<file path="src/rtl/icache_pkg.sv">
package icache_pkg;
  typedef enum logic [1:0] {
    ST_IDLE,
    ST_MREQ,
    ST_FILL
  } fill_state_e;
endpackage

</file>
<file path="src/rtl/icache_tag_store.sv">
module icache_tag_store #(
  parameter int SETS  = 8,
  parameter int TAG_W = 6
) (
  input  logic                    clk_i,
  input  logic                    rst_ni,
  input  logic [$clog2(SETS)-1:0] rd_idx_i,
  output logic                    rd_valid_o,
  output logic [TAG_W-1:0]        rd_tag_o,
  output logic                    rd_perr_o,
  input  logic                    wr_en_i,
  input  logic [$clog2(SETS)-1:0] wr_idx_i,
  input  logic                    wr_valid_i,
  input  logic [TAG_W-1:0]        wr_tag_i,
  input  logic                    inj_en_i,
  input  logic [$clog2(SETS)-1:0] inj_idx_i
);
  logic [SETS-1:0]  valid_q;
  logic [SETS-1:0]  par_q;
  logic [TAG_W-1:0] tag_q [SETS];

  always_ff @(posedge clk_i or negedge rst_ni) begin
    if (!rst_ni) begin
      valid_q <= '0;
      par_q   <= '0;
      for (int i = 0; i < SETS; i++) tag_q[i] <= '0;
    end else begin
      if (wr_en_i) begin
        valid_q[wr_idx_i] <= wr_valid_i;
        tag_q[wr_idx_i]   <= wr_tag_i;
        par_q[wr_idx_i]   <= ^{wr_valid_i, wr_tag_i};
      end
      // test hook: inverts the stored bit, wins over a same-cycle write
      if (inj_en_i) par_q[inj_idx_i] <= ~par_q[inj_idx_i];
    end
  end

  assign rd_valid_o = valid_q[rd_idx_i];
  assign rd_tag_o   = tag_q[rd_idx_i];
  assign rd_perr_o  = ^{par_q[rd_idx_i], valid_q[rd_idx_i], tag_q[rd_idx_i]};
endmodule

</file>
<file path="src/rtl/icache_data_store.sv">
module icache_data_store #(
  parameter int SETS       = 8,
  parameter int LINE_WORDS = 8,
  parameter int DATA_W     = 32
) (
  input  logic                          clk_i,
  input  logic                          rst_ni,
  input  logic [$clog2(SETS)-1:0]       rd_idx_i,
  input  logic [$clog2(LINE_WORDS)-1:0] rd_off_i,
  output logic [DATA_W-1:0]             rd_data_o,
  output logic                          rd_perr_o,
  input  logic                          wr_en_i,
  input  logic [$clog2(SETS)-1:0]       wr_idx_i,
  input  logic [$clog2(LINE_WORDS)-1:0] wr_off_i,
  input  logic [DATA_W-1:0]             wr_data_i,
  input  logic                          inj_en_i,
  input  logic [$clog2(SETS)-1:0]       inj_idx_i,
  input  logic [$clog2(LINE_WORDS)-1:0] inj_off_i
);
  localparam int IDX_W = $clog2(SETS);
  localparam int OFF_W = $clog2(LINE_WORDS);
  localparam int DEPTH = SETS * LINE_WORDS;
  localparam int A_W   = IDX_W + OFF_W;

  logic [DATA_W-1:0] word_q [DEPTH];
  logic [DEPTH-1:0]  par_q;

  logic [A_W-1:0] rd_a, wr_a, inj_a;
  assign rd_a  = {rd_idx_i, rd_off_i};
  assign wr_a  = {wr_idx_i, wr_off_i};
  assign inj_a = {inj_idx_i, inj_off_i};

  always_ff @(posedge clk_i or negedge rst_ni) begin
    if (!rst_ni) begin
      par_q <= '0;
      for (int i = 0; i < DEPTH; i++) word_q[i] <= '0;
    end else begin
      if (wr_en_i) begin
        word_q[wr_a] <= wr_data_i;
        par_q[wr_a]  <= ^wr_data_i;
      end
      if (inj_en_i) par_q[inj_a] <= ~par_q[inj_a];
    end
  end

  assign rd_data_o = word_q[rd_a];
  assign rd_perr_o = par_q[rd_a] ^ (^word_q[rd_a]);
endmodule

</file>
<file path="src/rtl/icache_par.sv">
module icache_par
  import icache_pkg::*;
#(
  parameter int ADDR_W     = 12,
  parameter int DATA_W     = 32,
  parameter int LINE_WORDS = 8,
  parameter int SETS       = 8
) (
  input  logic                          clk_i,
  input  logic                          rst_ni,
  input  logic                          req_valid_i,
  input  logic [ADDR_W-1:0]             req_addr_i,
  output logic                          req_ready_o,
  output logic                          rsp_valid_o,
  output logic [DATA_W-1:0]             rsp_data_o,
  output logic                          rsp_abort_o,
  output logic                          mem_req_valid_o,
  output logic [ADDR_W-1:0]             mem_req_addr_o,
  input  logic                          mem_req_ready_i,
  input  logic                          mem_rsp_valid_i,
  input  logic [DATA_W-1:0]             mem_rsp_data_i,
  input  logic                          inj_tag_i,
  input  logic                          inj_data_i,
  input  logic [$clog2(SETS)-1:0]       inj_idx_i,
  input  logic [$clog2(LINE_WORDS)-1:0] inj_word_i
);
  localparam int OFF_W = $clog2(LINE_WORDS);
  localparam int IDX_W = $clog2(SETS);
  localparam int TAG_W = ADDR_W - IDX_W - OFF_W;
  localparam logic [OFF_W-1:0] LAST_OFF = OFF_W'(LINE_WORDS - 1);

  fill_state_e       state_q;
  logic [ADDR_W-1:0] addr_q;
  logic [OFF_W-1:0]  cnt_q;
  logic [DATA_W-1:0] pick_q;
  logic              rsp_valid_q, rsp_abort_q;
  logic [DATA_W-1:0] rsp_data_q;

  logic [OFF_W-1:0] req_off;
  logic [IDX_W-1:0] req_idx;
  logic [TAG_W-1:0] req_tag;
  assign req_off = req_addr_i[OFF_W-1:0];
  assign req_idx = req_addr_i[OFF_W +: IDX_W];
  assign req_tag = req_addr_i[ADDR_W-1 -: TAG_W];

  logic             t_valid, t_perr;
  logic [TAG_W-1:0] t_tag;
  logic [DATA_W-1:0] d_data;
  logic             d_perr;

  logic req_fire, tag_hit, beat, last_beat, inval;
  assign req_fire  = req_valid_i && (state_q == ST_IDLE);
  assign tag_hit   = t_valid && !t_perr && (t_tag == req_tag);
  assign beat      = (state_q == ST_FILL) && mem_rsp_valid_i;
  assign last_beat = beat && (cnt_q == LAST_OFF);
  assign inval     = req_fire && tag_hit && d_perr;

  logic             tw_en, tw_valid;
  logic [IDX_W-1:0] tw_idx;
  logic [TAG_W-1:0] tw_tag;
  always_comb begin
    tw_en    = inval || last_beat;
    tw_valid = last_beat;
    tw_idx   = last_beat ? addr_q[OFF_W +: IDX_W] : req_idx;
    tw_tag   = last_beat ? addr_q[ADDR_W-1 -: TAG_W] : req_tag;
  end

  icache_tag_store #(.SETS(SETS), .TAG_W(TAG_W)) u_tags (
    .clk_i(clk_i), .rst_ni(rst_ni),
    .rd_idx_i(req_idx), .rd_valid_o(t_valid), .rd_tag_o(t_tag), .rd_perr_o(t_perr),
    .wr_en_i(tw_en), .wr_idx_i(tw_idx), .wr_valid_i(tw_valid), .wr_tag_i(tw_tag),
    .inj_en_i(inj_tag_i), .inj_idx_i(inj_idx_i)
  );

  icache_data_store #(.SETS(SETS), .LINE_WORDS(LINE_WORDS), .DATA_W(DATA_W)) u_data (
    .clk_i(clk_i), .rst_ni(rst_ni),
    .rd_idx_i(req_idx), .rd_off_i(req_off), .rd_data_o(d_data), .rd_perr_o(d_perr),
    .wr_en_i(beat), .wr_idx_i(addr_q[OFF_W +: IDX_W]), .wr_off_i(cnt_q),
    .wr_data_i(mem_rsp_data_i),
    .inj_en_i(inj_data_i), .inj_idx_i(inj_idx_i), .inj_off_i(inj_word_i)
  );

  always_ff @(posedge clk_i or negedge rst_ni) begin
    if (!rst_ni) begin
      state_q     <= ST_IDLE;
      addr_q      <= '0;
      cnt_q       <= '0;
      pick_q      <= '0;
      rsp_valid_q <= 1'b0;
      rsp_abort_q <= 1'b0;
      rsp_data_q  <= '0;
    end else begin
      rsp_valid_q <= 1'b0;
      rsp_abort_q <= 1'b0;
      unique case (state_q)
        ST_IDLE: if (req_fire) begin
          if (tag_hit) begin
            rsp_valid_q <= 1'b1;
            rsp_abort_q <= d_perr;
            rsp_data_q  <= d_perr ? '0 : d_data;  // bad word never leaves
          end else begin
            addr_q  <= req_addr_i;
            state_q <= ST_MREQ;
          end
        end
        ST_MREQ: if (mem_req_ready_i) begin
          cnt_q   <= '0;
          state_q <= ST_FILL;
        end
        ST_FILL: if (beat) begin
          cnt_q <= cnt_q + 1'b1;
          if (cnt_q == addr_q[OFF_W-1:0]) pick_q <= mem_rsp_data_i;
          if (last_beat) begin
            state_q     <= ST_IDLE;
            rsp_valid_q <= 1'b1;
            rsp_data_q  <= (cnt_q == addr_q[OFF_W-1:0]) ? mem_rsp_data_i : pick_q;
          end
        end
        default: state_q <= ST_IDLE;
      endcase
    end
  end

  assign req_ready_o     = (state_q == ST_IDLE);
  assign mem_req_valid_o = (state_q == ST_MREQ);
  assign mem_req_addr_o  = {addr_q[ADDR_W-1:OFF_W], {OFF_W{1'b0}}};
  assign rsp_valid_o     = rsp_valid_q;
  assign rsp_abort_o     = rsp_abort_q;
  assign rsp_data_o      = rsp_data_q;

  // corrupt tag entry must go to backing memory
  a_r5_tag_err_misses: assert property (@(posedge clk_i) disable iff (!rst_ni)
    req_fire && t_perr |=> mem_req_valid_o && !rsp_valid_o);
  // data fault on a hit aborts with zero data
  a_r6_data_err_aborts: assert property (@(posedge clk_i) disable iff (!rst_ni)
    req_fire && tag_hit && d_perr |=> rsp_valid_o && rsp_abort_o && (rsp_data_o == '0));
  // hit does not touch backing memory
  a_r4_hit_no_mem: assert property (@(posedge clk_i) disable iff (!rst_ni)
    req_fire && tag_hit |=> !mem_req_valid_o && rsp_valid_o);
  // line request held until accepted
  a_r2_req_hold: assert property (@(posedge clk_i) disable iff (!rst_ni)
    mem_req_valid_o && !mem_req_ready_i |=> mem_req_valid_o && $stable(mem_req_addr_o));
  // eighth beat completes the refill with a clean response
  a_r3_fill_done: assert property (@(posedge clk_i) disable iff (!rst_ni)
    last_beat |=> rsp_valid_o && !rsp_abort_o && req_ready_o);
  // no response while busy
  a_r8_busy_quiet: assert property (@(posedge clk_i) disable iff (!rst_ni)
    !req_ready_o |-> !rsp_valid_o);
endmodule

</file>
<file path="config.mk">
export PLATFORM = sky130hd
export DESIGN_NAME = icache_par
export DESIGN_NICKNAME = d
export VERILOG_FILES = /design/src/rtl/icache_pkg.sv /design/src/rtl/icache_tag_store.sv /design/src/rtl/icache_data_store.sv /design/src/rtl/icache_par.sv
export SDC_FILE = /design/constraint.sdc
export NUM_CORES = 2
export LEC_CHECK = 0
export CORE_MARGIN = 5
export CORE_UTILIZATION = 48
export CTS_CLUSTER_SIZE = 28
export DETAILED_ROUTE_END_ITERATION = 12
export SYNTH_ARGS = -nofsm -noshare
export SYNTH_HDL_FRONTEND = slang
export SYNTH_HIERARCHICAL = 1
export SYNTH_SLANG_ARGS = --single-unit
export TNS_END_PERCENT = 100
</file>
<file path="constraint.sdc">
create_clock -name clk_i -period 14.8 [get_ports clk_i]
set_clock_uncertainty 0.15 [all_clocks]
set_input_delay 2.96 -clock clk_i [delete_from_list [all_inputs] [get_ports clk_i]]
set_output_delay 2.96 -clock clk_i [all_outputs]
set_load 0.01 [all_outputs]
</file>
==> reports/qor.yml <==
status:
  status: "complete, no violations"
global_route:
  grt_pass1_wl_mm: 491
  grtUsageTotal: 0.294
  antenna_found_initial: 18
  grt_max_degree: 183
  grt_overflow: 0
  first_global_vias: 65700
clock_network:
  path_clk_slew_ps: 60
  cts_buffer_depth: 3
  clk_latency_ps: 890
  cts_hold_buffers: 0
  h-tree-depth: 4
  cts_tree: "built"
  cts_resized: 0
  cts_root_buf: "clkbuf_16"
  numCtsBuffers: 235
  cts.sinks: 2259
  cts_setup_buffers: 0
route:
  drcViolationCount: 0
  drtIter0Drc: 6176
  ant_nets: 0
  vias_per_cell: 6.40
  vias: 64000
  post_drt_wl_per_cell_um: 33.9
  drt-total-wl_mm: 339
  first_pass_iters: 8
power:
  totalPowerFinal_mw: 17.5
  power.density_nw_per_um2: 149
  leakagePower_nw: 56.3
  peakVddDrop_mv: 0.181
timing:
  fmax_ghz: 0.102
  rsz0062_at_grt: "false"
  worst_pin_slew_ps: 1370
  slew_violations: 0
  setup_viol: 0
  timing.final.crit_share: 0.666
  final.min_clock_period_ps: 9850
  fin_tns_setup_ps: 0
  finalHoldViolCount: 0
  relSlewSlack: 0.0853
placed_design:
  place_area_um2: 110000
  port_buffers: 101
  dpl.hpwl_mm: 188
  gp_congestion: 0.841
synth:
  synth_top_area_cell: "dfrtp_1"
  synth_cells: 7037
  synthTopCellsByArea: "dfrtp_1 (53%), mux2_2 (23%), mux4_2 (13%)"
  synth_warnings: 6
  syn-cell-area_um2: 107000
  ys_seq_area_frac: 0.531
  yosysUniqueCellTypes: 69
  ys_top_cells_by_count: "dfrtp_1 (2259), mux2_2 (2166), mux4_2 (600), clkbuf_1 (528), nand2_1 (243)"
  ys.flop_type: "dfrtp_1"
  synth_edf_count: 0
  synth.most_common_cell: "dfrtp_1"
  netlist.area_leader.share: 0.531
  syn_area_per_cell_um2: 15.1
  async_reset_ff_frac: 1.00
  synth-seq-cells: 2259
flow_run:
  maxCapViolCount: 0
setup_path:
  r2r-start: "u_data/word_q[1115]$_DFFE_PN0P_"
  timing_worst_setup_path_type: "in2reg"
  cp_max_fo: 86
  cp.required_ps: 15400
  cp-startpoint: "req_addr_i[1]"
  cp-end-kind: "flip-flop"
  cp-start-kind: "primary input"
  worstPathArrival_ps: 10450
layout:
  layout-drive-gt1-share: 0.495
  design_area_um2: 118000
  final_nets: 6891
  synthToLayoutAreaGrowth_pct: 10.5
floorplan:
  start_util: 0.481
  die_x_um: 481
  num_rows: 173
  die_h_um: 481
  io_pins: 105
  fp.coreArea_um2: 221000
  dieArea_um2: 231000
hold_path:
  hold_path_startpoint: "u_data/word_q[1901]$_DFFE_PN0P_"
  min_path_type: "reg2reg"
==> routing by layer <==
layer,share of wire,track usage
met3,0.074,0.0594
met2,0.46,0.458
met5,0.00078,0
met4,0.042,0.111
met1,0.42,0.410
==> worst max-delay path, stage by stage <==
cell and delay, ps:
buf_8 420, buf_12 560, buf_4 730, mux4_2 580, mux4_2 480, mux2i_1 160, mux2i_1 210, xnor2_1 450
xnor2_1 150, xnor2_1 720, xnor3_1 540, xnor3_2 400, buf_4 380, a31o_2 330, nand2b_1 150, nor3b_2 630
mux2_2 410
==> layout make-up <==
type	count	area, µm²
Fill cell	18100	104000
Multi-Input combinational cell	4017	47100
Inverter	41	161
Timing Repair Buffer	278	2440
Tap cell	2975	3720
Sequential cell	2259	56500
Clock buffer	371	7100
Antenna cell	4	10.0
Clock inverter	53	612
==> registers in the layout, indices dropped and copies added, names as in the netlist <==
name and flops:
addr_q 12, cnt_q 3, pick_q 32, rsp_abort_o 1, rsp_data_o 32, rsp_valid_o 1
state_q 2, u_data/par_q 64, u_data/word_q 2048, u_tags/par_q 8, u_tags/tag_q 48, u_tags/valid_q 8
==> kinds of logic after synthesis <==
logic type	Yosys count	synth area share
AO/OA/AOI/OAI	394	0.0244
XOR/XNOR	94	0.00905
adder cells (fa/ha/maj)	2	0.000235
buffers and inverters	763	0.0324
flip-flops	2259	0.531
multiplexers	2949	0.375
other	1	0.0000352
AND/OR/NAND/NOR	575	0.0279
==> worst paths after layout <==
kind                       slack [ps]  cells past startpoint                              end
setup / recovery                 4950                     17     u_tags/tag_q[32]$_DFFE_PN0P_
hold / removal                    350                      1  u_data/word_q[1901]$_DFFE_PN0P_
setup reg to reg                 8330                     14     u_tags/tag_q[32]$_DFFE_PN0P_
hold reg to reg                   350                      1  u_data/word_q[1901]$_DFFE_PN0P_
max in group asynchronous        9440                      4  u_data/word_q[1337]$_DFFE_PN0P_
min in group asynchronous        1830                      1   u_data/word_q[916]$_DFFE_PN0P_
==> metrics by stage <==
step	std cells	worst slack [ps]	util	hold slack (ps)
final	9998	4950	0.532	349
after global routing	9995	4870	0.532	355
after CTS	9994	5170	0.532	351
after detailed placement	9570	4230	0.497	337
after global placement	9570	4240	0.497	329
after floorplan	7039	6490	-	320
==> layout by cell type (no fill, tap or decap), types with 12 or more instances in the layout <==
cell type        instances
dfrtp_1               2257
mux2_2                2166
mux4_2                 600
clkbuf_16              238
nand2_1                199
buf_4                  160
mux2i_1                147
o21ai_0                103
nand3b_1                71
clkbuf_1                69
a21oi_1                 67
clkbuf_8                64
clkdlybuf4s50_1         62
xnor2_1                 61
o221ai_1                47
nand2_4                 45
nor2_1                  44
o22ai_1                 42
inv_1                   38
nor4_1                  34
or3_1                   34
buf_2                   33
o31ai_1                 33
o32ai_1                 32
mux2_4                  31
clkinv_2                30
nand3_1                 29
buf_12                  19
xor2_1                  17
nor2_4                  16
a31oi_1                 13
a221oi_1                12
==> where the power goes <==
group          internal [mW]  switching (mW)
clock network           3.42            2.50
registers               7.30           0.651
logic                   1.83            1.82
total                   12.6            4.97
Power figures use the tool's default switching activity.
